--- src/rtl/irq_regs_pkg.sv ---
package irq_regs_pkg;
  localparam int WORD_W      = 32;
  localparam int STRAP_W     = 4;
  localparam int BIT_M66     = 16;
  localparam int BIT_STRAP   = 17;
  localparam int BIT_LINK    = 24;
  localparam int BIT_I2C     = 29;
  localparam logic [7:0] OFS_CTRL = 8'h40;
  localparam logic [7:0] OFS_STAT = 8'h44;
  typedef logic [STRAP_W-1:0] strap_t;
endpackage

--- src/rtl/port_flags.sv ---
module port_flags #(
  parameter int NPORT = 4
) (
  input  logic             clk,
  input  logic             rst_n,
  input  logic [NPORT-1:0] pulse,
  input  logic [NPORT-1:0] clr,
  output logic [NPORT-1:0] flag
);
  for (genvar i = 0; i < NPORT; i++) begin : g_port
    always_ff @(posedge clk) begin
      if (!rst_n)        flag[i] <= 1'b0;
      else if (pulse[i]) flag[i] <= 1'b1;
      else if (clr[i])   flag[i] <= 1'b0;
    end

    AST_PULSE_WINS: assert property (@(posedge clk) disable iff (!rst_n)
      pulse[i] |=> flag[i]);
    AST_CLEAR_TAKES: assert property (@(posedge clk) disable iff (!rst_n)
      (clr[i] && !pulse[i]) |=> !flag[i]);
    AST_FLAG_HOLDS: assert property (@(posedge clk) disable iff (!rst_n)
      (!clr[i] && !pulse[i]) |=> $stable(flag[i]));
  end
endmodule

--- src/rtl/strap_capture.sv ---
module strap_capture
  import irq_regs_pkg::*;
(
  input  logic   clk,
  input  logic   rst_n,
  input  logic   bus_rst_n,
  input  logic   bus_frame_n,
  input  logic   bus_irdy_n,
  input  strap_t strap_in,
  output strap_t straps
);
  logic bus_rst_q;
  logic take;

  assign take = bus_rst_n && !bus_rst_q && bus_frame_n && bus_irdy_n;

  always_ff @(posedge clk) begin
    if (!rst_n) begin
      bus_rst_q <= 1'b1;
      straps    <= '0;
    end else begin
      bus_rst_q <= bus_rst_n;
      if (take) straps <= strap_in;
    end
  end

  AST_STRAP_LOAD: assert property (@(posedge clk) disable iff (!rst_n)
    (bus_rst_n && !bus_rst_q && bus_frame_n && bus_irdy_n)
      |=> straps == $past(strap_in));
  AST_STRAP_KEEP: assert property (@(posedge clk) disable iff (!rst_n)
    !(bus_rst_n && !bus_rst_q && bus_frame_n && bus_irdy_n)
      |=> $stable(straps));
endmodule

--- src/rtl/irq_strap_regs.sv ---
module irq_strap_regs
  import irq_regs_pkg::*;
#(
  parameter int   NPORT   = 4,
  parameter int   ADDR_W  = 8,
  parameter logic LINK_3G = 1'b1
) (
  input  logic              clk,
  input  logic              rst_n,
  input  logic              bus_rst_n,
  input  logic              bus_frame_n,
  input  logic              bus_irdy_n,
  input  logic [3:0]        strap_in,
  input  logic              m66_en,
  input  logic [NPORT-1:0]  cmpl_pulse,
  input  logic [NPORT-1:0]  other_lvl,
  input  logic              i2c_event,
  input  logic [ADDR_W-1:0] reg_addr,
  input  logic [31:0]       reg_wdata,
  input  logic              reg_wr,
  input  logic              reg_rd,
  output logic [31:0]       reg_rdata,
  output logic              irq_out
);
  localparam logic [WORD_W-1:0] STAT_LIVE = {{(WORD_W-NPORT){1'b0}}, {NPORT{1'b1}}}
                                            | (WORD_W'(1) << BIT_I2C);

  logic             hit_ctrl, hit_stat;
  logic [NPORT-1:0] port_en;
  logic [NPORT-1:0] cmpl_flag;
  logic [NPORT-1:0] clr_vec;
  logic [NPORT-1:0] pstat;
  logic             i2c_pend;
  strap_t           straps;
  logic [WORD_W-1:0] ctrl_word, stat_word;
  logic             unused_wbits;

  assign hit_ctrl = (reg_addr == ADDR_W'(OFS_CTRL));
  assign hit_stat = (reg_addr == ADDR_W'(OFS_STAT));
  assign clr_vec  = (reg_wr && hit_stat) ? reg_wdata[NPORT-1:0] : '0;
  assign unused_wbits = ^{reg_wdata[31:30], reg_wdata[28:NPORT]};

  port_flags #(.NPORT(NPORT)) u_flags (
    .clk   (clk),
    .rst_n (rst_n),
    .pulse (cmpl_pulse),
    .clr   (clr_vec),
    .flag  (cmpl_flag)
  );

  strap_capture u_strap (
    .clk         (clk),
    .rst_n       (rst_n),
    .bus_rst_n   (bus_rst_n),
    .bus_frame_n (bus_frame_n),
    .bus_irdy_n  (bus_irdy_n),
    .strap_in    (strap_in),
    .straps      (straps)
  );

  assign pstat = cmpl_flag | other_lvl;

  always_ff @(posedge clk) begin
    if (!rst_n) begin
      port_en  <= '0;
      i2c_pend <= 1'b0;
    end else begin
      if (reg_wr && hit_ctrl) port_en <= reg_wdata[NPORT-1:0];
      if (i2c_event)                                i2c_pend <= 1'b1;
      else if (reg_wr && hit_stat && reg_wdata[BIT_I2C]) i2c_pend <= 1'b0;
    end
  end

  always_comb begin
    ctrl_word = '0;
    ctrl_word[NPORT-1:0]                  = port_en;
    ctrl_word[BIT_M66]                    = m66_en;
    ctrl_word[BIT_STRAP +: STRAP_W]       = straps;
    ctrl_word[BIT_LINK]                   = LINK_3G;
    stat_word = '0;
    stat_word[NPORT-1:0]                  = pstat;
    stat_word[BIT_I2C]                    = i2c_pend;
  end

  always_ff @(posedge clk) begin
    if (!rst_n) begin
      reg_rdata <= '0;
    end else if (reg_rd) begin
      if (hit_ctrl)      reg_rdata <= ctrl_word;
      else if (hit_stat) reg_rdata <= stat_word;
      else               reg_rdata <= '0;
    end
  end

  assign irq_out = (|(pstat & port_en)) | i2c_pend;

  AST_RSVD_ZERO: assert property (@(posedge clk) disable iff (!rst_n)
    (reg_rd && hit_stat) |=> (reg_rdata & ~STAT_LIVE) == '0);
  AST_RDATA_HOLD: assert property (@(posedge clk) disable iff (!rst_n)
    !reg_rd |=> $stable(reg_rdata));
  AST_I2C_SET: assert property (@(posedge clk) disable iff (!rst_n)
    i2c_event |=> i2c_pend);
  AST_IRQ_QUIET: assert property (@(posedge clk) disable iff (!rst_n)
    (port_en == '0 && !i2c_pend) |-> !irq_out);
  AST_EN_WRITE: assert property (@(posedge clk) disable iff (!rst_n)
    (reg_wr && hit_ctrl) |=> port_en == $past(reg_wdata[NPORT-1:0]));
endmodule

--- config.mk ---
export PLATFORM = sky130hd
export DESIGN_NAME = irq_strap_regs
export DESIGN_NICKNAME = d
export VERILOG_FILES = /design/src/rtl/irq_regs_pkg.sv /design/src/rtl/port_flags.sv /design/src/rtl/strap_capture.sv /design/src/rtl/irq_strap_regs.sv
export SDC_FILE = /design/constraint.sdc
export NUM_CORES = 1
export LEC_CHECK = 0
export CORE_MARGIN = 8
export CORE_UTILIZATION = 36
export DETAILED_ROUTE_END_ITERATION = 8
export PLACE_DENSITY_LB_ADDON = 0.08
export SYNTH_ARGS = -nofsm -noshare
export SYNTH_HDL_FRONTEND = slang
export SYNTH_SLANG_ARGS = --single-unit
--- constraint.sdc ---
create_clock -name clk -period 3 [get_ports clk]
set_input_delay 0.3 -clock clk [delete_from_list [all_inputs] [get_ports clk]]
set_output_delay 0.3 -clock clk [all_outputs]
set_load 0.1 [all_outputs]
# ---- Yosys cells after proc, flatten, opt, wreduce, memory -nomap -nowiden
# Cells that the tools add are included.
dict set report word_totals {
  ff_bits 46
  input_bits 61
  output_inout_bits 33
  elab_cells 40
}
dict set report op_classes {
  n_eq_ne 2
  mux 13
  bitwise 3
  reduce_logical 13
}
# op n
set ops {}
lappend ops {{$mux W30} 2}
lappend ops {{$eq A8 B7 Y1 const B} 2}
lappend ops {{$mux W1} 10}
lappend ops {{$reduce_bool A2 Y1} 5}
lappend ops {{$logic_and A1 B1 Y1} 6}
lappend ops {{$and A4 B4 Y4} 1}
lappend ops {{$mux W4} 1}
lappend ops {{$or A4 B4 Y4} 1}
lappend ops {{$reduce_or A4 Y1} 1}
lappend ops {{$logic_not A1 Y1} 1}
lappend ops {{$or A1 B1 Y1} 1}

# ---- Longest topological paths before layout
dict set report depth {
  word_depth 5
  ltp_mapped 4
  depth_no_buf 3
}

# ---- Modules after synthesis
# A second synthesis with hierarchy kept.
dict set report hier_totals {
  hier_cells 146
  area_unflattened_um2 1355.0
}
# mod n_inst cells_each area_each_um2
set modules_own_cells {}
lappend modules_own_cells {irq_strap_regs 1 113 992.2}
lappend modules_own_cells {strap_capture 1 21 197.7}
lappend modules_own_cells {port_flags 1 12 165.2}

# ---- Least setup slack after synthesis
# Ideal clock, no wire load.
dict set report synth_path {
  kind {register to output}
  startpoint {register u_flags.flag[1]}
  endpoint {output irq_out}
  arrival_ps 1029
  slack_ps 1671
  stages_incl_launch_ff 4
  path_cell_list {dfxtp_1 o21ai_0 nand4_1 or2_2}
}
dict set report synth_via {
  elab_chain_cells 4
}
# element line_no
set synth_lines {}
lappend synth_lines {{from (decl)} port_flags.sv:8} ;# output logic [NPORT-1:0] flag
lappend synth_lines {{from (signal, indexed assignment)} port_flags.sv:12} ;# if (!rst_n) flag[i] <= 1'b0;
lappend synth_lines {{from (signal, indexed assignment)} port_flags.sv:13} ;# else if (pulse[i]) flag[i] <= 1'b1;
lappend synth_lines {{from (signal, indexed assignment)} port_flags.sv:14} ;# else if (clr[i]) flag[i] <= 1'b0;
lappend synth_lines {{$or A4 B4 Y4} irq_strap_regs.sv:61} ;# assign pstat = cmpl_flag | other_lvl;
lappend synth_lines {{$and A4 B4 Y4} irq_strap_regs.sv:95} ;# assign irq_out = (|(pstat & port_en)) | i2c_pend;
lappend synth_lines {{$reduce_or A4 Y1} irq_strap_regs.sv:95}
lappend synth_lines {{$or A1 B1 Y1} irq_strap_regs.sv:95}
lappend synth_lines {{to (decl)} irq_strap_regs.sv:23} ;# output logic irq_out
# Every way passes these cells.

# ---- Worst setup path after layout
dict set report layout_path {
  startpoint {register reg_rdata[16]}
  endpoint {output reg_rdata[16]}
}
# element line_no
set layout_rtl {}
lappend layout_rtl {{from (decl)} irq_strap_regs.sv:22} ;# output logic [31:0] reg_rdata,
lappend layout_rtl {{from (signal assigned)} irq_strap_regs.sv:89} ;# if (hit_ctrl) reg_rdata <= ctrl_word;
lappend layout_rtl {{from (signal assigned)} irq_strap_regs.sv:90} ;# else if (hit_stat) reg_rdata <= stat_word;
# No word-level cell between the ends.

==> impl_metrics.csv <==
group,metric,value,unit
placed_design,dpl_worst_slack,934,ps
route,finalWirelength,3230,microns
die,core,3360,sq um
clocking,cts_root_buf,"clkbuf_4",
critical_path,worstPathRequired,2700,ps
placed_design,dp.final_hpwl,2630,microns
yosys,synth.area.top_cells,"dfxtp_1 40%, buf_4 13%, mux2i_1 6.3%",
timing,fin_setup_tns,0,ps
grt,grt_pass1_wl,5030,microns
die,rows,21,
yosys,synth_top_area_cell,"dfxtp_1",
critical_path,worst_path_largest_cell_delay,1130,ps
outcome,status,"finished clean",
timing,relSlewSlack,0.351,
clocking,clk_path_buf_depth,2,
timing,period_needed,2080,ps
timing,fmax,480,MHz
die,fp.dieW,75.3,microns
die,fp.dieH,75.3,microns
route,dr.pass1.iters,4,
final_layout,layout-drive-gt1-share,0.112,
route,vias,1077,
final_layout,diodes,0,
timing,fin_hold_ws,480,ps
pwr,power_density,411,nW/um^2
grt,grt_util_all_layers,0.112,
critical_path,slowest_stage,"clkdlybuf4s50_1",
yosys,synth_area,1270,sq um
placed_design,gp_congestion,0.757,
timing,hold_violations,0,
die,start_util,0.376,
clocking,cts_resized,0,
critical_path,path_cells,"clkdlybuf4s50_1",
clocking,cts_setup_buffers,0,
pwr,peakVddDrop,0.223,mV
grt,grt_max_degree,19,
yosys,synthFlopType,"dfxtp_1",
route,via_per_inst,4.62,
timing,worst_pin_slew,971,ps
final_layout,final_common_cell,"clkdlybuf4s50_1",
route,drc,0,
clocking,cts.sink_count,25,
route,wl_per_cell,13.9,microns
clocking,ctsHtreeMaxLevel,1,
placed_design,io_buffers,45,
grt,grt_overflow_total,0,
critical_path,end_kind,"primary output",
clocking,cts_tree,"done",
clocking,cts_made_buffers,3,
yosys,muxShareOfSynthArea,0.0632,
yosys,synth_top_family_by_area,"simple AND/OR/NAND/NOR gates",
hold_path,hold_class,"reg -> reg",
critical_path,arrival,1780,ps
yosys,synthXorXnorAreaFrac,0,
yosys,synthesis.instances,141,
grt,grt_pass1_vias,1131,
yosys,synth_compound_area_frac,0.135,
pwr,leakage,0.000706,uW
run,maxCapViolCount,0,
yosys,synthAdderAreaFrac,0,
final_layout,layout_common_cells,"34 x clkdlybuf4s50_1, 25 x dfxtp_1, 21 x conb_1",
yosys,synthSimpleGateAreaFrac,0.244,
yosys,synth_warnings,0,
yosys,synth_cell_types,25,
yosys,synth_enable_flop_cells,0,
critical_path,path_class,"reg -> out",
timing,setup_viol,0,
route,antenna_left,0,
pwr,p_total,694,uW
timing,setup_slack,918,ps
timing,grt_setup_unrepaired,"false",
yosys,synth.avg_cell_area,8.98,sq um
timing,final-max-slew-violation-count,0,
clocking,postCtsHoldBufs,0,
timing,fin_skew,5.84,ps
yosys,yosys_register_bits,25,
yosys,synth-async-reset-ratio,0,
clocking,clock_latency,300,ps
yosys,yosysSeqAreaShare,0.395,
timing,min_period_over_period,0.694,
critical_path,cp_top_family,"buffers and inverters",
die,io_pins,94,
clocking,clkSlewWorstSetupHoldPaths,120,ps
die,die_area,5670,sq um
grt,antenna_found_initial,0,
final_layout,finalNetCount,249,
critical_path,cp-start-kind,"register",
final_layout,syn2layout_area_growth,33.3,%
critical_path,cp_num_buf_inv,1,
final_layout,nFillCells,346,
route,drt-initial-drc-count,57,
yosys,yosys.area.top_type_share,0.395,
critical_path,path_max_fanout,2,
## cell families after synthesis
kind of cell / Yosys count
AND/OR/NAND/NOR: 51
multiplexers: 8
flip-flops: 25
buffers and inverters: 31
other: 1
AO/OA/AOI/OAI: 25
## synth_stat cells, types with 2 or more instances
library cell / n
and2_1: 2
o211ai_1: 4
nor2_1: 4
clkbuf_1: 2
buf_4: 22
mux2i_1: 8
a21boi_1: 7
a41oi_1: 5
nand2_1: 12
dfxtp_1: 25
nand4_1: 12
nor2b_1: 5
o21ai_0: 9
inv_1: 5
nand2b_1: 8
buf_2: 2
## state kept, by name, indices dropped and copies added (netlist names)
name / flops
i2c_pend: 1
port_en: 4
reg_rdata: 11
u_flags.flag: 4
u_strap.bus_rst_q: 1
u_strap.straps: 4
## power breakdown
part	switching [uW]	internal, uW
logic	153	54.0
clock network	91.1	51.8
registers	4.85	338
## per-stage QoR
stage,util,std cells,instance area (sq um)
finish,0.502,233,1690
global route,0.502,233,1690
CTS,0.502,233,1690
detailed placement,0.494,229,1660
global placement,0.494,229,1660
floorplan,-,161,1340
## layer usage
metal | GRT usage | wire [microns]
met5 | 0 | 0
met1 | 0.137 | 1450
met4 | 0.0256 | 15
met2 | 0.185 | 1400
met3 | 0.0382 | 359
## worst paths after layout
check                                       start                end  slack [ps]  depth (start not counted)
worst max-delay path                reg_rdata[16]      reg_rdata[16]         920                          1
worst min-delay path                reg_rdata[16]      reg_rdata[16]         480                          2
worst max register to register  u_strap.bus_rst_q  u_strap.straps[3]        1940                          3
worst min register to register      reg_rdata[16]      reg_rdata[16]         480                          2
## tightest hold or removal path: stages (launching register included)
cell and delay, ps:
dfxtp_1 330, nand2b_1 60, a21boi_1 50
## area by class of cell
| cell class | instances | area, sq um | share of cell area |
|---|---|---|---|
| multi-input combinational | 105 | 639 | 0.379 |
| sequential | 25 | 500 | 0.297 |
| timing repair buffer | 48 | 445 | 0.264 |
| tap | 46 | 57.6 | 0.0341 |
| clock buffer | 4 | 26.3 | 0.0156 |
| inverter | 5 | 18.8 | 0.0111 |
Note: power is estimated with default switching activity, not from simulation.
